==> src/rtl/pbi_pkg.sv <==
package pbi_pkg;

  // Source selection for one output sample, in priority order.
  typedef enum logic [1:0] {
    FILL_PIC   = 2'd0,
    FILL_PANEL = 2'd1,
    FILL_BLANK = 2'd2
  } fill_e;

endpackage

==> src/rtl/pbi_timebase.sv <==
module pbi_timebase #(
  parameter int PW = 12,
  parameter int LW = 10
) (
  input  logic          clk,
  input  logic          rst_n,
  input  logic          href,
  input  logic          vref,
  output logic [PW-1:0] pix_pos,
  output logic [LW-1:0] line_pos
);

  localparam logic [PW-1:0] PIX_MAX = '1;
  localparam logic [LW-1:0] LIN_MAX = '1;

  logic          href_d, vref_d;
  logic          href_rise, vref_rise;
  logic [PW-1:0] pix_q;
  logic [LW-1:0] lin_q;

  function automatic logic [PW-1:0] pix_adv(input logic [PW-1:0] q);
    return (q == PIX_MAX) ? q : q + 1'b1;
  endfunction

  function automatic logic [LW-1:0] lin_adv(input logic [LW-1:0] q);
    return (q == LIN_MAX) ? q : q + 1'b1;
  endfunction

  assign href_rise = href & ~href_d;
  assign vref_rise = vref & ~vref_d;

  always_comb begin
    pix_pos  = href_rise ? '0 : pix_adv(pix_q);
    if (vref_rise)      line_pos = '0;
    else if (href_rise) line_pos = lin_adv(lin_q);
    else                line_pos = lin_q;
  end

  always_ff @(posedge clk or negedge rst_n) begin
    if (!rst_n) begin
      href_d <= 1'b0;
      vref_d <= 1'b0;
      pix_q  <= PIX_MAX;
      lin_q  <= LIN_MAX;
    end else begin
      href_d <= href;
      vref_d <= vref;
      pix_q  <= pix_pos;
      lin_q  <= line_pos;
    end
  end


  pix_zero_chk: assert property (@(posedge clk) disable iff (!rst_n)
    href_rise |=> pix_q == '0);


  pix_step_chk: assert property (@(posedge clk) disable iff (!rst_n)
    (!href_rise && pix_pos != PIX_MAX) ##1 !href_rise |-> pix_pos == $past(pix_pos) + 1'b1);


  line_zero_chk: assert property (@(posedge clk) disable iff (!rst_n)
    vref_rise |=> lin_q == '0);


  line_adv_chk: assert property (@(posedge clk) disable iff (!rst_n)
    (href_rise && !vref_rise && lin_q != LIN_MAX) |=> lin_q == $past(lin_q) + 1'b1);

endmodule

==> src/rtl/pbi_window.sv <==
module pbi_window #(
  parameter int W = 12
) (
  input  logic [W-1:0] pos,
  input  logic [W-1:0] lo,
  input  logic [W-1:0] hi,
  output logic         hit
);

  // Half-open span: lo included, hi excluded.
  function automatic logic in_span(input logic [W-1:0] p,
                                   input logic [W-1:0] a,
                                   input logic [W-1:0] b);
    return (p >= a) && (p < b);
  endfunction

  assign hit = in_span(pos, lo, hi);

endmodule

==> src/rtl/pbi_mixer.sv <==
module pbi_mixer
  import pbi_pkg::*;
#(
  parameter int YW   = 10,
  parameter int CW   = 8,
  parameter int NMSB = 4
) (
  input  logic            clk,
  input  logic            rst_n,
  input  fill_e           sel,
  input  logic            full_range,
  input  logic [YW-1:0]   y_in,
  input  logic [CW-1:0]   u_in,
  input  logic [CW-1:0]   v_in,
  input  logic [YW-1:0]   panel_y,
  input  logic [NMSB-1:0] panel_u,
  input  logic [NMSB-1:0] panel_v,
  output logic [YW-1:0]   y_out,
  output logic [CW-1:0]   u_out,
  output logic [CW-1:0]   v_out
);

  localparam logic [YW-1:0] BLANK_Y = YW'(64);
  localparam logic [YW-1:0] Y_MAX   = '1;
  localparam int            NLOW    = CW - NMSB;

  logic [YW-1:0] y_nx;
  logic [CW-1:0] u_nx, v_nx;
  logic [CW-1:0] u_panel, v_panel;

  // Doubling to full scale; anything at or above half scale clips.
  function automatic logic [YW-1:0] scale_luma(input logic [YW-1:0] y,
                                               input logic full);
    logic [YW:0] dbl;
    dbl = {y, 1'b0};
    if (!full)       return y;
    if (y[YW-1])     return Y_MAX;
    return dbl[YW-1:0];
  endfunction

  generate
    if (NLOW > 0) begin : g_keep_low
      assign u_panel = {panel_u, u_in[NLOW-1:0]};
      assign v_panel = {panel_v, v_in[NLOW-1:0]};
    end else begin : g_full_swap
      assign u_panel = CW'(panel_u);
      assign v_panel = CW'(panel_v);
    end
  endgenerate

  always_comb begin
    unique case (sel)
      FILL_BLANK: begin
        y_nx = BLANK_Y;
        u_nx = '0;
        v_nx = '0;
      end
      FILL_PANEL: begin
        y_nx = panel_y;
        u_nx = u_panel;
        v_nx = v_panel;
      end
      default: begin
        y_nx = scale_luma(y_in, full_range);
        u_nx = u_in;
        v_nx = v_in;
      end
    endcase
  end

  always_ff @(posedge clk or negedge rst_n) begin
    if (!rst_n) begin
      y_out <= '0;
      u_out <= '0;
      v_out <= '0;
    end else begin
      y_out <= y_nx;
      u_out <= u_nx;
      v_out <= v_nx;
    end
  end


  blank_level_chk: assert property (@(posedge clk) disable iff (!rst_n)
    (sel == FILL_BLANK) |=> (y_out == BLANK_Y && u_out == '0 && v_out == '0));

  generate
    if (NLOW > 0) begin : g_low_chk

      panel_low_chk: assert property (@(posedge clk) disable iff (!rst_n)
        (sel == FILL_PANEL) |=> (u_out[NLOW-1:0] == $past(u_in[NLOW-1:0]) &&
                                 v_out[NLOW-1:0] == $past(v_in[NLOW-1:0])));
    end
  endgenerate


  luma_pass_chk: assert property (@(posedge clk) disable iff (!rst_n)
    (sel == FILL_PIC && !full_range) |=> y_out == $past(y_in));


  luma_clip_chk: assert property (@(posedge clk) disable iff (!rst_n)
    (sel == FILL_PIC && full_range && y_in[YW-1]) |=> y_out == Y_MAX);

endmodule

==> src/rtl/panel_blank_inserter.sv <==
module panel_blank_inserter
  import pbi_pkg::*;
#(
  parameter int YW   = 10,
  parameter int CW   = 8,
  parameter int PW   = 12,
  parameter int LW   = 10,
  parameter int NMSB = 4,
  localparam int CRW = PW - 2
) (
  input  logic            clk,
  input  logic            rst_n,
  input  logic            href,
  input  logic            vref,
  input  logic [YW-1:0]   y_in,
  input  logic [CW-1:0]   u_in,
  input  logic [CW-1:0]   v_in,
  input  logic [CRW-1:0]  sp_start_crs,
  input  logic [1:0]      sp_start_fine,
  input  logic [CRW-1:0]  sp_stop_crs,
  input  logic [1:0]      sp_stop_fine,
  input  logic [YW-1:0]   sp_y,
  input  logic [NMSB-1:0] sp_u,
  input  logic [NMSB-1:0] sp_v,
  input  logic [PW-1:0]   hb_set,
  input  logic [PW-1:0]   hb_clr,
  input  logic [LW-1:0]   vb_set,
  input  logic [LW-1:0]   vb_clr,
  input  logic            full_range,
  output logic [YW-1:0]   y_out,
  output logic [CW-1:0]   u_out,
  output logic [CW-1:0]   v_out
);

  localparam logic [YW-1:0] BLANK_Y = YW'(64);

  logic [PW-1:0] pix_pos;
  logic [LW-1:0] line_pos;
  logic [PW-1:0] sp_lo, sp_hi;
  logic          panel_hit, hb_hit, vb_hit, blank_hit;
  fill_e         sel;

  // Coarse step of four clocks plus fine offset.
  function automatic logic [PW-1:0] edge_pos(input logic [CRW-1:0] crs,
                                             input logic [1:0]     fine);
    return {crs, fine};
  endfunction

  assign sp_lo = edge_pos(sp_start_crs, sp_start_fine);
  assign sp_hi = edge_pos(sp_stop_crs,  sp_stop_fine);

  pbi_timebase #(.PW(PW), .LW(LW)) i_timebase (
    .clk     (clk),
    .rst_n   (rst_n),
    .href    (href),
    .vref    (vref),
    .pix_pos (pix_pos),
    .line_pos(line_pos)
  );

  pbi_window #(.W(PW)) i_panel_win (
    .pos(pix_pos), .lo(sp_lo), .hi(sp_hi), .hit(panel_hit)
  );

  pbi_window #(.W(PW)) i_hblank_win (
    .pos(pix_pos), .lo(hb_set), .hi(hb_clr), .hit(hb_hit)
  );

  pbi_window #(.W(LW)) i_vblank_win (
    .pos(line_pos), .lo(vb_set), .hi(vb_clr), .hit(vb_hit)
  );

  assign blank_hit = hb_hit | vb_hit;

  always_comb begin
    if (blank_hit)      sel = FILL_BLANK;
    else if (panel_hit) sel = FILL_PANEL;
    else                sel = FILL_PIC;
  end

  pbi_mixer #(.YW(YW), .CW(CW), .NMSB(NMSB)) i_mixer (
    .clk       (clk),
    .rst_n     (rst_n),
    .sel       (sel),
    .full_range(full_range),
    .y_in      (y_in),
    .u_in      (u_in),
    .v_in      (v_in),
    .panel_y   (sp_y),
    .panel_u   (sp_u),
    .panel_v   (sp_v),
    .y_out     (y_out),
    .u_out     (u_out),
    .v_out     (v_out)
  );


  blank_over_panel_chk: assert property (@(posedge clk) disable iff (!rst_n)
    (blank_hit && panel_hit) |=> (y_out == BLANK_Y && u_out == '0 && v_out == '0));


  panel_luma_chk: assert property (@(posedge clk) disable iff (!rst_n)
    (panel_hit && !blank_hit) |=> y_out == $past(sp_y));


  vblank_chk: assert property (@(posedge clk) disable iff (!rst_n)
    vb_hit |=> y_out == BLANK_Y);

endmodule

==> config.mk <==
export PLATFORM = sky130hd
export DESIGN_NAME = panel_blank_inserter
export DESIGN_NICKNAME = d
export VERILOG_FILES = /design/src/rtl/pbi_pkg.sv /design/src/rtl/pbi_timebase.sv /design/src/rtl/pbi_window.sv /design/src/rtl/pbi_mixer.sv /design/src/rtl/panel_blank_inserter.sv
export SDC_FILE = /design/constraint.sdc
export NUM_CORES = 1
export LEC_CHECK = 0
export ABC_AREA = 1
export BUFFER_PORTS_ARGS = -buffer_cell sky130_fd_sc_hd__buf_2
export CORE_ASPECT_RATIO = 1.4
export CORE_MARGIN = 1
export CORE_UTILIZATION = 50
export DETAILED_ROUTE_END_ITERATION = 16
export HOLD_SLACK_MARGIN = 0.02
export PLACE_DENSITY = 0.79
export SETUP_SLACK_MARGIN = 0.1
export SLEW_MARGIN = 5
export SYNTH_ARGS = -nofsm -noshare
export SYNTH_HDL_FRONTEND = slang
export SYNTH_SLANG_ARGS = --single-unit
==> constraint.sdc <==
create_clock -name clk -period 4.1 [get_ports clk]
set_clock_uncertainty 0.1 [all_clocks]
set_input_delay 0.82 -clock clk [delete_from_list [all_inputs] [get_ports clk]]
set_output_delay 0.82 -clock clk [all_outputs]
set_load 0.01 [all_outputs]
==> impl_results.md <==
* Vias per inst at between 5 and 6
* Largest net degree at the start of global routing at 37
* Synth Warn # at 0
* Reg clk slew, reported paths at roughly 70 ps
* Final Hold Viols at 0
* Initial core utilization at about 52%
* Fin crit period at 3560 ps
* Register area share after synthesis at 29.8%
* Synth async-reset ratio at 100%
* Slew Limit Fails at 0
* Share of the clock period used by the worst path at between 80% and 90%
* Largest family of logic cells by synthesized area: simple AND/OR/NAND/NOR gates
* Critical Path RT at 4230 ps
* Met3 WL at 495 µm
* Reg-to-reg slack, setup at 540 ps
* Diodes inserted at 0
* # hold bufs at CTS at 0
* Syn Area/Cell at 7.64 µm²
* PnR worst setup slack at 540 ps
* Power Density at ~270 nW/µm²
* Slew @ Worst Pin at 745 ps
* CTS max path bufs at 2
* Hold_ws at roughly 470 ps
* First-pass detailed-route iteration total at 5
* WL/cell at ~13 µm
* Seq cells post-synth at 50
* Metal1 wirelength at 4410 µm
* Max_slew headroom at around 50%
* CP Data Arrival Time at roughly 3700 ps
* Die span in y at roughly 110 µm
* Post-Synthesis Cells at 562
* Max_cap viols at 0
* ANT nets after route at 0
* Area leader, netlist: ha_1
* IR drop worst, VDD at about 0.20 mV
* Crit path largest cell delay at ~560 ps
* Antenna violations before repair at 0
* F_max at 0.281 GHz
* Crit start category: flip-flop
* EDFF count, synth at 0
* Dpl ws at between 300 and 400 ps
* Slowest CP cell: dfstp_2
* Number of global-route vias before repair at just over 4000
* Routed wl met2 at between 5000 and 6000 µm
* First-pass GRT wire length at between 15000 and 20000 µm
* Hold Crit Class: reg2reg
* Synth cell count leaders: inv_1 (130), nand2_1 (88), ha_1 (67), nand4_1 (47), a21oi_1 (36)
* Unrepaired setup endpoints after global routing: false
* Clock Sink Count at 50
* Site row count at 39
* Fin util at between 60% and 70%
* Crit end category: flip-flop
* H-tree levels at 2
* Core area at ~8000 µm²
* Complex-gate fraction of the synthesized area at between 10% and 20%
* CP Buf/Inv Count at 1
* Syn nets at between 700 and 800
* Post-Synth XOR/XNOR Area at less than 1%
* Crit-path cells: ha_1 > nand2_1 > nor2_2 > nand3_4 > nand2_1 > inv_1 > nand2_1 > o21ai_0 > a21oi_1 > ha_1 > a21oi_1 > o21ai_0 > nand2_1 > nand4_1 > nand2_1 > a21oi_4 > nand4_1 > nand2_1
* Crit-path leading delay family: compound AO/OA/AOI/OAI gates
* DR iter-0 viols at 201
* Nets at between 800 and 900
* Port Buffers at approximately 140
* Crit Path Max Fanout at 18
* DPL Wire Length at between 9000 and 10000 µm
* Top post-synthesis cells by area: ha_1 (20%), dfrtp_1 (16%), dfstp_2 (13%)
* Share of cells above drive strength 1 at between 20 and 30%
* Die area at approximately 9000 µm²
* Synth Area in Simple Gates at around a quarter
* Gr usage total at between 20% and 30%
* P&R area growth vs syn at 22.1%
* Die W at around 80 µm
* Num ports at between 100 and 150
* Routed wire length at between 10000 and 15000 µm
* Critical Path Most Common Cell: nand2_1
* Uppermost routed layer: met4
* DRC viols at 0
* GRT overflow at 0
* Post-Synth Adder-Cell Area at 19.5%
* LEAKAGE at 0.00308 µW
* Outcome: complete, no violations
* Primary FF master, synth: dfrtp_1
* CTS Buf Count at 5
* Netlist cell types at 38
* Final setup vio count at 0
* CP Class: reg2reg
* Vias at 4216
* Clk Latency, worst-skew pair at 290 ps
* CTS tree: yes
* Routability cong. at approximately 0.94
* Clock Tree Root: clkbuf_16
* Synth top area share at approximately a fifth
* Total negative slack at 0 ps
* Mux contribution to synthesized area at 0%
* Mapped Area at around 4300 µm²
* Count leader, synth: inv_1
[worst min-delay path, cell delays in order, from the launching register on]
cell and delay, ps:
dfstp_2 380, inv_1 60, a21oi_1 120
[power breakdown]
group          switching (µW)  internal, µW
clock                     180           245
sequential               20.8           545
combinational             237           173
total                     437           962
[final timing paths]
| path | start | to | cells past startpoint |
|---|---|---|---|
| setup / recovery | i_timebase.pix_q[0] | i_mixer.v_out[4] | 18 |
| hold / removal | i_timebase.lin_q[6] | i_timebase.lin_q[6] | 2 |
| setup reg to reg | i_timebase.pix_q[0] | i_mixer.v_out[4] | 18 |
| hold reg to reg | i_timebase.lin_q[6] | i_timebase.lin_q[6] | 2 |
| max in group asynchronous | rst_n | i_mixer.y_out[0] | 2 |
| min in group asynchronous | rst_n | i_timebase.href_d | 1 |
[metrics by stage]
stage                     cells  power, µW  instance area (µm²)
after floorplan             562        812                 4290
after global placement      802        963                 5070
after detailed placement    802        983                 5070
after CTS                   810       1410                 5230
after global routing        810       1490                 5240
final                       810       1400                 5240
[timing repair]
item,in CTS,in global routing
setup endpoints to repair,0,1
gates resized for setup,0,1
buffers inserted,0,0
[registers in the layout (all words and copies together), names as in the netlist]
signal and cells:
i_mixer.u_out 8, i_timebase.href_d 1, i_mixer.y_out 10, i_timebase.lin_q 10, i_mixer.v_out 8, i_timebase.vref_d 1, i_timebase.pix_q 12
[layout by cell type, fill, tap and decap left out, types with 3 or more instances in the layout]
| cell type | count |
|---|---|
| buf_2 | 142 |
| inv_1 | 130 |
| nand2_1 | 88 |
| ha_1 | 67 |
| nand4_1 | 47 |
| a21oi_1 | 36 |
| o21ai_0 | 33 |
| nor2_1 | 32 |
| dfrtp_1 | 28 |
| dfstp_2 | 22 |
| nand3_1 | 14 |
| nand2_2 | 8 |
| nor3_1 | 7 |
| buf_4 | 6 |
| a31oi_1 | 5 |
| clkbuf_16 | 5 |
| o211ai_1 | 4 |
| inv_2 | 3 |
| nand3_2 | 3 |
| a211oi_1 | 3 |
[logic make-up (layout without fill, tap and decap cells)]
group                    count (synthesis)  count (layout)
AND/OR/NAND/NOR                        211             211
buffers and inverters                  144             290
AO/OA/AOI/OAI                           89              89
adder cells (fa/ha/maj)                 67              67
flip-flops                              50              50
XOR/XNOR                                 1               1
[area by class of cell]
| class | count | area, µm² |
|---|---|---|
| Multi-Input combinational cell | 368 | 2420 |
| Fill cell | 723 | 3010 |
| Clock buffer | 6 | 139 |
| Timing Repair Buffer | 148 | 756 |
| Tap cell | 102 | 128 |
| Sequential cell | 50 | 1280 |
| Inverter | 134 | 503 |
| Clock inverter | 2 | 17.5 |
[routing by layer]
layer | up-vias | GRT usage [%]
met4 | 0 | 12.3
met1 | 1899 | 29.0
li1 | 2143 | -
met3 | 32 | 2.95
met2 | 142 | 44.6
met5 | - | 0
Note: power is estimated with default switching activity, not from simulation.
